--- config.mk ---
export PLATFORM = sky130hd
export DESIGN_NAME = zsa_share_arbiter
export DESIGN_NICKNAME = d
export VERILOG_FILES = /design/src/rtl/zsa_pkg.sv /design/src/rtl/zsa_slot_toggle.sv /design/src/rtl/zsa_issue.sv /design/src/rtl/zsa_delay_line.sv /design/src/rtl/zsa_share_arbiter.sv
export SDC_FILE = /design/constraint.sdc
export NUM_CORES = 1
export LEC_CHECK = 0
export ABC_AREA = 0
export BUFFER_PORTS_ARGS = -buffer_cell sky130_fd_sc_hd__buf_2
export CELL_PAD_IN_SITES_DETAIL_PLACEMENT = 1
export CELL_PAD_IN_SITES_GLOBAL_PLACEMENT = 1
export CORE_MARGIN = 4
export CORE_UTILIZATION = 34
export CTS_CLUSTER_SIZE = 12
export DETAILED_ROUTE_END_ITERATION = 10
export GPL_TIMING_DRIVEN = 0
export PLACE_DENSITY = 0.87
export SLEW_MARGIN = 20
export SYNTH_ARGS = -nofsm -noshare
export SYNTH_HDL_FRONTEND = slang
export SYNTH_HIERARCHICAL = 1
export SYNTH_SLANG_ARGS = --single-unit
--- constraint.sdc ---
create_clock -name clk -period 1.95 [get_ports clk]
set_input_delay 0.195 -clock clk [delete_from_list [all_inputs] [get_ports clk]]
set_output_delay 0.195 -clock clk [all_outputs]
set_load 0.02 [all_outputs]
--- src/rtl/zsa_pkg.sv ---
package zsa_pkg;

   // Slot kind held by the alternating slot register
   typedef enum logic {
      SLOT_WRITE = 1'b0,
      SLOT_READ  = 1'b1
   } slot_e;

   // Default geometry of the shared memory
   localparam int unsigned ZSA_ADDR_W  = 18;
   localparam int unsigned ZSA_DATA_W  = 32;
   localparam int unsigned ZSA_LATENCY = 2;

endpackage

--- src/rtl/zsa_slot_toggle.sv ---
module zsa_slot_toggle
   import zsa_pkg::*;
(
   input  logic  clk,
   input  logic  rst_n,
   output slot_e slot_q
);

   // Strict alternation; reset lands on a read slot
   always_ff @(posedge clk or negedge rst_n) begin
      if (!rst_n) begin
         slot_q <= SLOT_READ;
      end else if (slot_q == SLOT_READ) begin
         slot_q <= SLOT_WRITE;
      end else begin
         slot_q <= SLOT_READ;
      end
   end

endmodule

--- src/rtl/zsa_issue.sv ---
module zsa_issue
   import zsa_pkg::*;
#(
   parameter int unsigned ADDR_W      = ZSA_ADDR_W,
   parameter int unsigned DATA_W      = ZSA_DATA_W,
   parameter bit          ADDR_IN_MSB = 1'b1,
   localparam int unsigned ENTRY_W    = ADDR_W + DATA_W
) (
   input  slot_e              slot,
   input  logic               wq_valid,
   input  logic [ENTRY_W-1:0] wq_entry,
   input  logic               rq_valid,
   input  logic [ADDR_W-1:0]  rq_addr,
   output logic [ADDR_W-1:0]  sram_addr,
   output logic               sram_we_n,
   output logic               wq_pop,
   output logic               rq_pop,
   output logic               wr_issue,
   output logic               rd_issue,
   output logic [DATA_W-1:0]  wr_data
);

   logic [ADDR_W-1:0] wr_addr;

   // Field layout of a write entry is a build-time option
   generate
      if (ADDR_IN_MSB) begin : g_addr_hi
         assign wr_addr = wq_entry[ENTRY_W-1:DATA_W];
         assign wr_data = wq_entry[DATA_W-1:0];
      end else begin : g_addr_lo
         assign wr_addr = wq_entry[ADDR_W-1:0];
         assign wr_data = wq_entry[ENTRY_W-1:ADDR_W];
      end
   endgenerate

   always_comb begin
      wq_pop    = 1'b0;
      rq_pop    = 1'b0;
      wr_issue  = 1'b0;
      rd_issue  = 1'b0;
      sram_we_n = 1'b1;
      if (slot == SLOT_READ) begin
         // Read slot: empty queue still reads, result is dropped
         sram_addr = rq_addr;
         rq_pop    = rq_valid;
         rd_issue  = rq_valid;
      end else begin
         // Write slot: empty queue turns into a dummy read
         sram_addr = wr_addr;
         wq_pop    = wq_valid;
         wr_issue  = wq_valid;
         sram_we_n = ~wq_valid;
      end
   end

endmodule

--- src/rtl/zsa_delay_line.sv ---
module zsa_delay_line #(
   parameter int unsigned WIDTH = 1,
   parameter int unsigned DEPTH = 2
) (
   input  logic             clk,
   input  logic             rst_n,
   input  logic [WIDTH-1:0] d,
   output logic [WIDTH-1:0] q
);

   generate
      if (DEPTH == 0) begin : g_wire
         assign q = d;
      end else begin : g_regs
         logic [WIDTH-1:0] stage_q [DEPTH];

         always_ff @(posedge clk or negedge rst_n) begin
            if (!rst_n) begin
               for (int i = 0; i < int'(DEPTH); i++) begin
                  stage_q[i] <= '0;
               end
            end else begin
               stage_q[0] <= d;
               for (int i = 1; i < int'(DEPTH); i++) begin
                  stage_q[i] <= stage_q[i-1];
               end
            end
         end

         assign q = stage_q[DEPTH-1];
      end
   endgenerate

endmodule

--- src/rtl/zsa_share_arbiter.sv ---
module zsa_share_arbiter
   import zsa_pkg::*;
#(
   parameter int unsigned ADDR_W      = ZSA_ADDR_W,
   parameter int unsigned DATA_W      = ZSA_DATA_W,
   parameter int unsigned LATENCY     = ZSA_LATENCY,
   parameter bit          ADDR_IN_MSB = 1'b1,
   localparam int unsigned ENTRY_W    = ADDR_W + DATA_W,
   localparam int unsigned WPIPE_W    = DATA_W + 1
) (
   input  logic               clk,
   input  logic               rst_n,
   input  logic               wq_valid,
   input  logic [ENTRY_W-1:0] wq_entry,
   output logic               wq_pop,
   input  logic               rq_valid,
   input  logic [ADDR_W-1:0]  rq_addr,
   output logic               rq_pop,
   output logic               rdf_push,
   output logic [DATA_W-1:0]  rdf_data,
   output logic               slot_rd,
   output logic [ADDR_W-1:0]  sram_addr,
   output logic               sram_we_n,
   output logic [DATA_W-1:0]  sram_dq_out,
   output logic               sram_dq_oe,
   input  logic [DATA_W-1:0]  sram_dq_in
);

   generate
      if (LATENCY < 1) begin : g_bad_latency
         $error("zsa_share_arbiter: LATENCY must be at least 1");
      end
      if (ADDR_W < 1 || DATA_W < 1) begin : g_bad_width
         $error("zsa_share_arbiter: widths must be non-zero");
      end
   endgenerate

   slot_e             slot_w;
   logic              wr_issue;
   logic              rd_issue;
   logic [DATA_W-1:0] wr_data;
   logic [WPIPE_W-1:0] wpipe_in;
   logic [WPIPE_W-1:0] wpipe_out;

   zsa_slot_toggle u_slot (
      .clk    (clk),
      .rst_n  (rst_n),
      .slot_q (slot_w)
   );

   zsa_issue #(
      .ADDR_W      (ADDR_W),
      .DATA_W      (DATA_W),
      .ADDR_IN_MSB (ADDR_IN_MSB)
   ) u_issue (
      .slot      (slot_w),
      .wq_valid  (wq_valid),
      .wq_entry  (wq_entry),
      .rq_valid  (rq_valid),
      .rq_addr   (rq_addr),
      .sram_addr (sram_addr),
      .sram_we_n (sram_we_n),
      .wq_pop    (wq_pop),
      .rq_pop    (rq_pop),
      .wr_issue  (wr_issue),
      .rd_issue  (rd_issue),
      .wr_data   (wr_data)
   );

   // Drive enable and write word travel together; idle stages stay zero
   assign wpipe_in = {wr_issue, (wr_issue ? wr_data : {DATA_W{1'b0}})};

   zsa_delay_line #(
      .WIDTH (WPIPE_W),
      .DEPTH (LATENCY)
   ) u_wr_pipe (
      .clk   (clk),
      .rst_n (rst_n),
      .d     (wpipe_in),
      .q     (wpipe_out)
   );

   zsa_delay_line #(
      .WIDTH (1),
      .DEPTH (LATENCY)
   ) u_rd_pipe (
      .clk   (clk),
      .rst_n (rst_n),
      .d     (rd_issue),
      .q     (rdf_push)
   );

   assign sram_dq_oe  = wpipe_out[WPIPE_W-1];
   assign sram_dq_out = wpipe_out[DATA_W-1:0];
   assign rdf_data    = sram_dq_in;
   assign slot_rd     = (slot_w == SLOT_READ);

endmodule

==> metrics.csv <==
metric,value,unit
status,"complete, no violations",
P_int,2150,uW
H-tree depth,3,
vias in the first global route,2023,
syn_nets,331,
Core Rows,34,
routability congestion estimate,0.706,
final antenna diode count,0,
Via density,3.93,
Pins Over Slew Limit,0,
CTS sink count,69,
sequential fraction of the synthesis area,56.9,%
power after layout,2850,uW
Worst Path Arrival,1570,ps
cells after synthesis,227,
"Net count, final",471,
Fin Clk Skew,12.3,ps
Fmax achieved,567,MHz
HP Start,wq_entry[20],
DR pass1 iterations,4,
share of cells above drive strength 1,80.4,%
P&R area growth vs syn,32.5,%
Die Ht,103,um
RSZ-0062 raised after global routing,no,
Sw Share,24.6,%
Seq pwr share,51.9,%
core area,8720,um2
Tmin final,1760,ps
setup violators final,0,
synthesized area per cell,13.4,um2
vias,1884,
post-detail-place hpwl,5.33,mm
reg-to-reg startpoint,u_slot/slot_q$_DFF_PN1_,
Clock Path Buffers,2,
post-DR wirelength/cell,13.5,um
Global Route Usage Sum,12.1,%
crit-path max FO,10,
leakage,0.00241,uW
crit start category,flip-flop,
Crit Path Class,reg -> out,
flop and latch count out of synthesis,69,
starting density of the core,34.8,%
CP Capture Type,output pin,
DRT iter0 DRCs,31,
Final period util,90.4,%
Resize count post-CTS,0,
Slew @ Worst Pin,339,ps
Worst Hold Class,in -> reg,
CTS tree,built,
endpoints failing hold,0,
Comb pwr share,11.4,%
largest net degree at the start of global routing,44,
Post-Route Setup TNS,0,ps
Switch Pwr,701,uW
yosys warns,6,
maxcap violations,0,
Power Dens Cells,707,nW/um2
synthesized area,3040,um2
CTS Buf Count,9,
fill count,959,
Peak VDD IR,0.000454,V
worst path required time,1750,ps
Final ANT Viol Nets,0,
Clock Pin Slew Worst Setup and Hold Paths,80,ps
Reg2Reg Setup Slack,480,ps
Ports,192,
grt total ovfl,0,
Clock Tree Root,clkbuf_8,
initial antenna violation count,0,
Clk pwr share,36.7,%
post-route DRC violation count,0,
synth unique cells,12,
Worst-Skew Late Latency,340,ps
Worst setup startpoint,u_slot/slot_q$_DFF_PN1_,
port buffer count,127,
total die area,10500,um2
Total Wirelength,6.46,mm
Slew HR,77.4,%
first-pass GRT wire length,9.56,mm
Die W,103,um
[placed cells by master (no fill, tap or decap)]
cell type and n:
dfstp_2 1, buf_2 126, buf_4 100, and2_2 32
clkinv_4 1, buf_12 1, buf_6 2, mux2_4 17
nor2b_1 1, clkbuf_8 10, dlygate4sd3_1 1, clkinvlp_4 2
and2_1 1, clkbuf_2 3, clkinv_2 1, mux2_2 1
dfrtp_1 68, nand2b_1 1, inv_1 1, inv_6 2
[layer usage]
metal	GRT usage (%)	part of all wire (%)	vias up
li1	-	-	881
met5	0	0	-
met3	5.82	12	6
met1	11.5	28	892
met2	23.0	58	105
met4	3.43	0.91	0
[worst max-delay path, cell delays in order (launching register included)]
cell and delay, ps:
dfstp_2 580, buf_6 190, mux2_4 310, buf_2 160
[cell families (layout without fill, tap and decap cells)]
group / Yosys count / in the layout / share of synthesized area [%]
buffers and inverters: 105 / 250 / 25.8
flip-flops: 69 / 69 / 56.9
AND/OR/NAND/NOR: 35 / 35 / 8.53
multiplexers: 18 / 18 / 8.77
[cell usage after synthesis]
cell type | instances | area share (%)
buf_4 | 99 | 24
buf_6 | 2 | 0.74
nand2b_1 | 1 | 0.21
and2_2 | 32 | 7.9
and2_1 | 1 | 0.21
clkbuf_2 | 3 | 0.49
inv_1 | 1 | 0.12
mux2_2 | 1 | 0.37
dfrtp_1 | 68 | 56
dfstp_2 | 1 | 0.87
mux2_4 | 17 | 8.4
nor2b_1 | 1 | 0.21
[worst paths after layout]
check	end	depth (start not counted)
min reg2reg	u_rd_pipe/q$_DFF_PN0_	0
min	u_wr_pipe/g_regs.stage_q[53]$_DFF_PN0_	2
max in group asynchronous	u_wr_pipe/q[1]$_DFF_PN0_	3
min in group asynchronous	u_wr_pipe/g_regs.stage_q[53]$_DFF_PN0_	2
max	sram_addr[5]	3
max reg2reg	u_wr_pipe/g_regs.stage_q[39]$_DFF_PN0_	5
[sequential cells by signal, summed over array words and instances, names as in the netlist]
signal,cells
u_rd_pipe/q,1
u_wr_pipe/g_regs.stage_q,33
u_wr_pipe/q,33
u_slot/slot_q,1
u_rd_pipe/g_regs.stage_q,1
[power by group through the flow]
stage                     combinational, uW  clock, uW  sequential [uW]
final                                   325       1040             1480
after global routing                    355       1170             1480
after CTS                               333       1090             1480
after detailed placement                331          0             1510
after global placement                  316          0             1500
after floorplan                         199          0             1500
[repair_timing]
item                                   in CTS  in global routing
endpoints found under the hold margin      25                  0
hold buffers                                1                  0
setup buffers                               0                  0
[stage by stage]
step | area [um2] | worst slack [ps] | utilization [%] | hold slack [ps] | instances
2_1_floorplan | 3040 | 461 | - | -101 | 227
5_1_grt | 4030 | 107 | 46.2 | 47.0 | 480
3_3_place_gp | 3810 | 457 | 43.7 | 331 | 462
6_report | 4030 | 187 | 46.2 | 74.5 | 480
3_5_place_dp | 3830 | 467 | 43.9 | 127 | 463
4_1_cts | 4030 | 160 | 46.2 | 59.6 | 480
[area by class of cell]
type                            instances  area [um2]  area share (%)
Sequential cell                        69        1730            42.9
Buffer                                104         781            19.4
Timing Repair Buffer                  129         668            16.6
Multi-Input combinational cell         53         526            13.1
Clock buffer                           10         138            3.42
Tap cell                              108         135            3.36
Clock inverter                          6        46.3            1.15
Inverter                                1        3.75          0.0933
Note: power is estimated with default switching activity, not from simulation.
